**config.mk**
```make
export PLATFORM = sky130hd
export DESIGN_NAME = sigpkt_rx
export DESIGN_NICKNAME = d
export VERILOG_FILES = /design/src/rtl/sigpkt_pkg.sv /design/src/rtl/sigpkt_sync.sv /design/src/rtl/sigpkt_byte_rx.sv /design/src/rtl/sigpkt_assembler.sv /design/src/rtl/sigpkt_rx.sv
export SDC_FILE = /design/constraint.sdc
export NUM_CORES = 1
export LEC_CHECK = 0
export BUFFER_PORTS_ARGS = -buffer_cell sky130_fd_sc_hd__buf_4
export CORE_MARGIN = 4
export CORE_UTILIZATION = 35
export CTS_BUF_LIST = sky130_fd_sc_hd__clkbuf_4
export CTS_CLUSTER_DIAMETER = 30
export CTS_CLUSTER_SIZE = 10
export DETAILED_ROUTE_END_ITERATION = 10
export GPL_TIMING_DRIVEN = 0
export HOLD_SLACK_MARGIN = 0.06
export SETUP_SLACK_MARGIN = 0.02
export SYNTH_ARGS = -nofsm -noshare
export SYNTH_HDL_FRONTEND = slang
export SYNTH_SLANG_ARGS = --single-unit
```
**constraint.sdc**
```tcl
create_clock -name clk -period 1.75 [get_ports clk]
set_input_delay 0.2625 -clock clk [delete_from_list [all_inputs] [get_ports clk]]
set_output_delay 0.2625 -clock clk [all_outputs]
set_load 0.05 [all_outputs]
```
**src/rtl/sigpkt_pkg.sv**
```systemverilog
package sigpkt_pkg;

    typedef enum logic [2:0] {
        RX_IDLE,
        RX_START,
        RX_DATA,
        RX_STOP,
        RX_BREAK
    } rx_state_t;

    typedef enum logic {
        ASM_HUNT,
        ASM_GATHER
    } asm_state_t;

    localparam int GROUP_W = 7;

    function automatic int group_count(input int width);
        return (width + GROUP_W - 1) / GROUP_W;
    endfunction

endpackage

```
**src/rtl/sigpkt_sync.sv**
```systemverilog
module sigpkt_sync #(
    parameter int   STAGES  = 2,
    parameter logic RST_VAL = 1'b1
) (
    input  logic clk,
    input  logic rst,
    input  logic din,
    output logic dout
);
    logic [STAGES-1:0] chain;

    always_ff @(posedge clk) begin
        if (rst) chain <= {STAGES{RST_VAL}};
        else     chain <= {chain[STAGES-2:0], din};
    end

    assign dout = chain[STAGES-1];
endmodule

```
**src/rtl/sigpkt_byte_rx.sv**
```systemverilog
module sigpkt_byte_rx
    import sigpkt_pkg::*;
#(
    parameter int CLK_HZ = 50_000_000,
    parameter int BAUD   = 115_200
) (
    input  logic       clk,
    input  logic       rst,
    input  logic       rx_s,
    output logic       byte_vld,
    output logic       byte_err,
    output logic [7:0] byte_data
);
    localparam int BIT_CYC  = CLK_HZ / BAUD;
    localparam int HALF_CYC = BIT_CYC / 2;
    localparam int CW       = $clog2(BIT_CYC + 1);

    rx_state_t      state, nxt;
    logic [CW-1:0]  tick;
    logic [2:0]     bitn;
    logic [7:0]     shreg;
    logic           tick_end;

    always_comb begin
        if (state == RX_START) tick_end = (tick == CW'(HALF_CYC - 1));
        else                   tick_end = (tick == CW'(BIT_CYC - 1));
    end

    // state register
    always_ff @(posedge clk) begin
        if (rst) state <= RX_IDLE;
        else     state <= nxt;
    end

    // transitions
    always_comb begin
        nxt = state;
        unique case (state)
            RX_IDLE:  if (!rx_s) nxt = RX_START;
            RX_START: if (tick_end) nxt = rx_s ? RX_IDLE : RX_DATA;
            RX_DATA:  if (tick_end && bitn == 3'd7) nxt = RX_STOP;
            RX_STOP:  if (tick_end) nxt = rx_s ? RX_IDLE : RX_BREAK;
            RX_BREAK: if (rx_s) nxt = RX_IDLE;
            default:  nxt = RX_IDLE;
        endcase
    end

    // outputs and datapath
    always_ff @(posedge clk) begin
        if (rst) begin
            tick      <= '0;
            bitn      <= '0;
            shreg     <= '0;
            byte_vld  <= 1'b0;
            byte_err  <= 1'b0;
            byte_data <= '0;
        end else begin
            byte_vld <= 1'b0;
            byte_err <= 1'b0;
            if (state == RX_IDLE || state == RX_BREAK || tick_end || state != nxt)
                tick <= '0;
            else
                tick <= tick + 1'b1;
            unique case (state)
                RX_START: bitn <= '0;
                RX_DATA: begin
                    if (tick_end) begin
                        shreg <= {rx_s, shreg[7:1]};
                        bitn  <= bitn + 1'b1;
                    end
                end
                RX_STOP: begin
                    if (tick_end) begin
                        if (rx_s) begin
                            byte_vld  <= 1'b1;
                            byte_data <= shreg;
                        end else begin
                            byte_err <= 1'b1;
                        end
                    end
                end
                default: ;
            endcase
        end
    end
endmodule

```
**src/rtl/sigpkt_assembler.sv**
```systemverilog
module sigpkt_assembler
    import sigpkt_pkg::*;
#(
    parameter int VEC_W = 20
) (
    input  logic             clk,
    input  logic             rst,
    input  logic             byte_vld,
    input  logic             byte_err,
    input  logic [7:0]       byte_data,
    output logic [VEC_W-1:0] vec,
    output logic             busy
);
    localparam int NGRP  = group_count(VEC_W);
    localparam int ACC_W = NGRP * GROUP_W;
    localparam int IW    = (NGRP > 1) ? $clog2(NGRP) : 1;

    asm_state_t        state, nxt;
    logic [ACC_W-1:0]  acc;
    logic [ACC_W-1:0]  merged;
    logic [ACC_W-1:0]  head_vec;
    logic [IW-1:0]     idx;
    logic              is_head;
    logic              is_last;

    assign is_head  = byte_vld && byte_data[7];
    assign is_last  = (int'(idx) == NGRP - 1);
    assign head_vec = ACC_W'(byte_data[6:0]);

    always_comb begin
        merged = acc;
        if (int'(idx) < NGRP)
            merged[int'(idx)*GROUP_W +: GROUP_W] = byte_data[6:0];
    end

    // state register
    always_ff @(posedge clk) begin
        if (rst) state <= ASM_HUNT;
        else     state <= nxt;
    end

    // transitions
    always_comb begin
        nxt = state;
        unique case (state)
            ASM_HUNT: if (is_head && NGRP > 1) nxt = ASM_GATHER;
            ASM_GATHER: begin
                if (byte_err)                 nxt = ASM_HUNT;
                else if (is_head)             nxt = ASM_GATHER;
                else if (byte_vld && is_last) nxt = ASM_HUNT;
            end
            default: nxt = ASM_HUNT;
        endcase
    end

    // outputs and shadow data
    always_ff @(posedge clk) begin
        if (rst) begin
            acc <= '0;
            idx <= '0;
            vec <= '0;
        end else if (is_head) begin
            acc <= head_vec;
            idx <= IW'(1);
            if (NGRP == 1) vec <= head_vec[VEC_W-1:0];
        end else if (state == ASM_GATHER && byte_vld) begin
            acc <= merged;
            idx <= idx + 1'b1;
            if (is_last) vec <= merged[VEC_W-1:0];
        end
    end

    assign busy = (state == ASM_GATHER);
endmodule

```
**src/rtl/sigpkt_rx.sv**
```systemverilog
module sigpkt_rx
    import sigpkt_pkg::*;
#(
    parameter int CLK_HZ = 50_000_000,
    parameter int BAUD   = 115_200,
    parameter int VEC_W  = 20
) (
    input  logic             clk,
    input  logic             rst,
    input  logic             rx_line,
    output logic [VEC_W-1:0] sig_vec
);
    localparam int NGRP = group_count(VEC_W);

    logic       rx_s;
    logic       byte_vld;
    logic       byte_err;
    logic [7:0] byte_data;
    logic       busy;

    sigpkt_sync #(.STAGES(2), .RST_VAL(1'b1)) u_sync (
        .clk  (clk),
        .rst  (rst),
        .din  (rx_line),
        .dout (rx_s)
    );

    sigpkt_byte_rx #(.CLK_HZ(CLK_HZ), .BAUD(BAUD)) u_byte (
        .clk       (clk),
        .rst       (rst),
        .rx_s      (rx_s),
        .byte_vld  (byte_vld),
        .byte_err  (byte_err),
        .byte_data (byte_data)
    );

    sigpkt_assembler #(.VEC_W(VEC_W)) u_asm (
        .clk       (clk),
        .rst       (rst),
        .byte_vld  (byte_vld),
        .byte_err  (byte_err),
        .byte_data (byte_data),
        .vec       (sig_vec),
        .busy      (busy)
    );
endmodule

```
==> Word-level counts from Yosys, hierarchy flattened <==
Cells that the tools add are included.
{ "op_classes": {"reduce_logical": 18, "add_sub_neg": 4, "bitwise_logic": 4, "shifts": 2, "mux": 24, "magnitude_cmp": 1, "n_mul": 1, "n_eq_ne": 10} }
{ "op_table": {"columns": ["operator", "count"], "rows": [
  ["$neg A32 Y33", 1],
  ["$shift A7 B33 Y21 const A", 1],
  ["$shiftx A7 B33 Y21", 1],
  ["$bwmux W21", 1],
  ["$mux W3", 7],
  ["$mux W20", 1],
  ["$pmux W3 S5", 1],
  ["$mux W7", 2],
  ["$add A9 B1 Y9 const B", 1],
  ["$eq A9 B8 Y1 const B", 1],
  ["$eq A9 B9 Y1 const B", 1],
  ["$mux W1", 9],
  ["$eq A3 B2 Y1 const B", 2],
  ["$eq A3 B3 Y1 const B", 2],
  ["$pmux W3 S2", 1],
  ["$reduce_and A2 Y1", 3],
  ["$reduce_and A3 Y1", 2],
  ["$mul A2 B3 Y5 const B", 1],
  ["$logic_and A1 B1 Y1", 4],
  ["$not A1 Y1", 4],
  ["$reduce_bool A2 Y1", 2],
  ["$reduce_or A2 Y1", 2],
  ["$add A3 B1 Y3 const B", 1],
  ["$eq A3 B1 Y1 const B", 1],
  ["other kinds (10)", 12]
]} }
{ "word_totals": {"word_cells": 79, "register_bits": 79, "input_bits": 3, "output_inout_bits": 20} }

==> Logic depth before layout (Yosys ltp) <==
{ "logic_depth": {"depth_word": 8, "mapped_depth": 7, "mapped_depth_nobuf": 6} }

==> Hierarchy <==
Synthesis repeated with hierarchy kept, for this count alone.
{ "unflattened": {"cells_unflattened": 341, "hier_area_um2": 3347.0} }
{ "by_module_without_submodules": {"columns": ["mod", "instances", "seq_area_each_um2", "area_per_inst_um2", "cells_each"], "rows": [
  ["sigpkt_assembler", 1, 860.8, 1859.3, 178],
  ["sigpkt_byte_rx", 1, 660.6, 1435.1, 159],
  ["sigpkt_sync", 1, 40.0, 52.6, 4]
]} }

==> Worst setup path before layout <==
No wires, ideal clock.
{ "synth_path": {"kind": "register -> register", "startpoint": "register u_asm.idx[0]", "endpoint": "register u_asm.acc[14]", "arrival_ns": 1.753, "setup_ns": 0.086, "n_path_buf": 0, "path_slack_ns": -0.089, "stages_incl_launch_ff": 6, "synth_period_minus_slack_ns": 1.839, "required_ns": 1.664, "cell_sequence": "dfxtp_1 -> inv_1 -> ha_1 -> nor4b_2 -> a22oi_1 -> a211oi_1"} }
{ "synth_between": {"elab_chain_len": 5, "elab_cells_between_ends": 7, "cone_classes": "add/sub (1); mul (1); order compare (1); shift (2); mux (2)"} }
{ "synth_lines": {"columns": ["element", "line", "text"], "rows": [
  ["from (decl)", "sigpkt_assembler.sv:22", "logic [IW-1:0] idx;"],
  ["from (signal assigned)", "sigpkt_assembler.sv:68", "idx <= idx + 1'b1;"],
  ["$mul A2 B3 Y5", "sigpkt_assembler.sv:33", "merged[int'(idx)*GROUP_W +: GROUP_W] = byte_data[6:0];"],
  ["$neg A32 Y33", "sigpkt_assembler.sv:33", null],
  ["$shiftx A7 B33 Y21 / $shift A7 B33 Y21 (equally long branches)", "sigpkt_assembler.sv:33", null],
  ["$bwmux W21", "sigpkt_assembler.sv:33", null],
  ["$mux W20 *", "sigpkt_assembler.sv:32", "if (int'(idx) < NGRP)"],
  ["to (signal assigned)", "sigpkt_assembler.sv:63", "acc <= head_vec;"],
  ["to (signal assigned)", "sigpkt_assembler.sv:67", "acc <= merged;"],
  ["to (decl)", "sigpkt_assembler.sv:19", "logic [ACC_W-1:0] acc;"]
]} }
Mark *: on every way between the ends. The rest lies on a longest branch, timed or not.
A chain may end at the register's enable or synchronous reset.

==> Worst setup path in the final report <==
{ "layout_path": {"startpoint": "register u_asm.idx[0]", "endpoint": "register u_asm.vec[0]"} }
{ "layout_between": {"elab_chain_len": 5, "elab_cells_between_ends": 9, "cone_classes": "add/sub (1); mul (1); order compare (1); eq/ne (1); shift (2); mux (2); reduce/logical (1)"} }
{ "layout_lines": {"columns": ["element", "line", "text"], "rows": [
  ["$mul A2 B3 Y5", "sigpkt_assembler.sv:33", null],
  ["$neg A32 Y33", "sigpkt_assembler.sv:33", null],
  ["$shiftx A7 B33 Y21 / $shift A7 B33 Y21 (equally long branches)", "sigpkt_assembler.sv:33", null],
  ["$bwmux W21", "sigpkt_assembler.sv:33", null],
  ["$mux W20", "sigpkt_assembler.sv:32", null],
  ["to (signal assigned)", "sigpkt_assembler.sv:65", "if (NGRP == 1) vec <= head_vec[VEC_W-1:0];"],
  ["to (signal assigned)", "sigpkt_assembler.sv:69", "if (is_last) vec <= merged[VEC_W-1:0];"],
  ["to (decl)", "sigpkt_assembler.sv:11", "output logic [VEC_W-1:0] vec,"]
]} }
Parallel ways exist; a longest one is shown, timed or not.

==> impl_results.md <==
* Detailed Routing Iterations Pass 1 at 4
* Chip Width at 106.3 µm
* Number of global-route vias before repair at 2453
* Net Switching at ~0.63 mW
* Mean Syn Cell Area at approximately 9.6 µm²
* Main synth FF type: dfxtp_1
* Register bit total from synthesis at 78
* Hold Crit Class: input port to register
* Ranking of synthesized cells by area: dfxtp_1 (46%), a211oi_1 (7.3%), nor2_1 (6.2%)
* RSZ-0062 raised after global routing: no
* Antenna cells at 0
* # clock sinks at 78
* Largest net degree at the start of global routing at 13
* Worst Path Arrival at ~2.0 ns
* Setup tns final at 0 ns
* Fin worst setup slack at roughly 0.074 ns
* Total power at 2.744 mW
* Hold_ws at 0.3500 ns
* Power density over the cells at a little under 700 nW/µm²
* Max Cap Viol at 0
* TritonCTS clock tree: built
* CP Data Required Time at 2.09 ns
* Share of layout cells above drive strength 1 at 0.2127
* Reg area at 1568 µm²
* Lkg Pwr at 1.376 nW
* Sequential power share at 0.650
* Worst setup SP type: register
* Number of enable flip-flop cells after synthesis at 0
* First-pass GRT wire length at 11850 µm
* Fmax at 596.6 MHz
* GPL Wtd Cong at 0.8200
* Clk_lat worst skew at roughly 0.41 ns
* Most frequent cells in the layout: dfxtp_1 (75), nor2_1 (56), a211oi_1 (28)
* Multi-input gate area at 1758 µm²
* Post-synthesis sequential area ratio at 0.4614
* Total wire length at approximately 7000 µm
* Top fanout value on the critical path at 8
* Post-Syn Area at between 3000 and 4000 µm²
* Worst slew margin relative to its limit at 0.6160
* Antenna-violating nets left at 0
* Final Util at 0.4228
* Die extent in y at 106.3 µm
* Final net count at 402
* Rows at 35
* Worst slack at placement at -0.2628 ns
* Worst Tran Pin Value at 0.5760 ns
* Routed via count at between 2000 and 3000
* # DRC at 0
* WL/cell at about 13 µm
* Fillers at 917
* Setup Skew at 0.01329 ns
* Status: completed
* Antenna violations before repair at 0
* Starting Density at 0.3628
* Logic pwr share at 0.023
* Crit path kind: register to register
* P_int at ~2.1 mW
* Die area at 11310 µm²
* Final min period at 1.676 ns
* Vias per cell at 5.002
* Overall Global Routing Usage at 0.1283
* Total grt overflow at 0
* Final hold vios at 0
* Syn. warnings at 0
* Final setup vio count at 0
* Period utilisation layout at 0.9578
* Root Buffer: clkbuf_4
* Area grow syn2layout at 16.52%
* Synth Instances at between 300 and 400
* Core ar. at 9328 µm²
* Synth area leader: dfxtp_1
* Max VDD drop at 0.3873 mV
* Ports at 23
* Clock transition at the registers of the reported paths at 0.11 ns
* H-tree Lvls at 3
* Post-synthesis cell type count at 46
* Most common cell after layout, fill and taps aside: dfxtp_1
* Dpl hpwl at around 5000 µm
* CTS Buf Count at 9
* CP Capture Type: register
* Switching Fraction at 0.2301
* Number of port buffers at 22
* Fin. max-slew vios at 0
* Max Buffers Root-to-Sink at 2
* DRC marker count from the first detailed-route iteration at approximately 210
* Clock power share at 0.327
* Post-synth ARST share at 0
* Yosys top cell area share at 0.4614
* Synthesized Nets at 366
[per-layer routing]
metal / wire length (µm) / GRT usage / up-vias / share of wire
li1: - / - / 1363 / -
met1: 3444 / 0.1725 / 1215 / 0.49
met2: 3199 / 0.2023 / 38 / 0.46
met3: 286 / 0.04007 / 5 / 0.041
met4: 59 / 0.02775 / 0 / 0.0084
met5: 0 / 0 / - / 0
[synth_stat cells (3+ instances only)]
cell	instances
a211oi_1	33
a21oi_1	7
a22oi_1	27
and2_1	3
buf_2	6
buf_6	3
clkbuf_1	12
dfxtp_1	78
ha_1	9
inv_1	3
mux2i_1	16
nand2_1	10
nand2b_1	17
nand3_1	9
nand4_1	7
nor2_1	56
nor2b_1	3
nor3_1	6
o21ai_0	3
o22ai_1	7
xnor2_1	4
xor2_1	3
[critical path: stages (launching register included)]
cell	delay [ns]
dfxtp_4	0.38
ha_2	0.19
nand2b_4	0.14
buf_6	0.14
nor4b_4	0.22
buf_6	0.17
a22oi_1	0.13
a211oi_2	0.24
[sequential cells by signal, summed over array words and instances, names as in the netlist]
name / flops
u_byte.state: 3
u_byte.shreg: 8
u_sync.chain: 2
u_byte.bitn: 3
u_asm.idx: 2
u_byte.tick: 9
u_byte.byte_data: 8
u_asm.acc: 20
u_byte.byte_err: 1
u_asm.vec: 20
u_asm.busy: 1
u_byte.byte_vld: 1
[cell families after synthesis]
logic type	Yosys count	share of synthesized area
xor gates and xnor gates	7	0.01811
AOI/OAI and AO/OA	82	0.1734
muxes	16	0.04732
buffers and inverters	28	0.04214
adders and majority gates	9	0.03327
and+or+nand+nor	134	0.2244
DFF	78	0.4614
[layout make-up]
cell class / instances / area share
multi-input cells: 248 / 0.4458
inverters: 3 / 0.002855
clock buffers: 11 / 0.02094
well taps: 129 / 0.04093
plain buffers: 24 / 0.03426
flip-flops and latches: 78 / 0.3975
repair buffers: 26 / 0.05108
clock inverters: 5 / 0.006662
[power by group through the flow]
stage | Sequential (mW) | Clock, mW | Combinational [mW]
final | 1.78 | 0.898 | 0.0627
after global routing | 1.79 | 1.02 | 0.0694
after CTS | 1.78 | 0.943 | 0.0626
after detailed placement | 1.82 | 0 | 0.0606
after global placement | 1.82 | 0 | 0.0601
after floorplan | 1.82 | 0 | 0.0416
[worst paths after layout]
kind / slack, ns / to / start / cells past startpoint
worst max-delay path: 0.07 / u_asm.vec[0] / u_asm.idx[0] / 7
worst max register to register: 0.07 / u_asm.vec[0] / u_asm.idx[0] / 7
worst min register to register: 0.42 / u_asm.busy / u_byte.byte_err / 1
worst min-delay path: 0.35 / u_asm.acc[7] / rst / 4
[metrics by stage]
step                      area [µm²]  cells
after floorplan                 3395    354
after global placement          3721    505
after detailed placement        3721    505
after CTS                       3889    524
after global routing            3944    524
final                           3944    524
[what timing repair did]
action / in CTS / in global routing
pin swaps: 1 / 2
cloned: 0 / 0
endpoints found under the hold margin: 1 / 0
gates resized for setup: 7 / 18
buffers inserted: 3 / 0
setup endpoints to repair: 40 / 34
hold buffers: 1 / 0
Power figures use the tool's default switching activity.
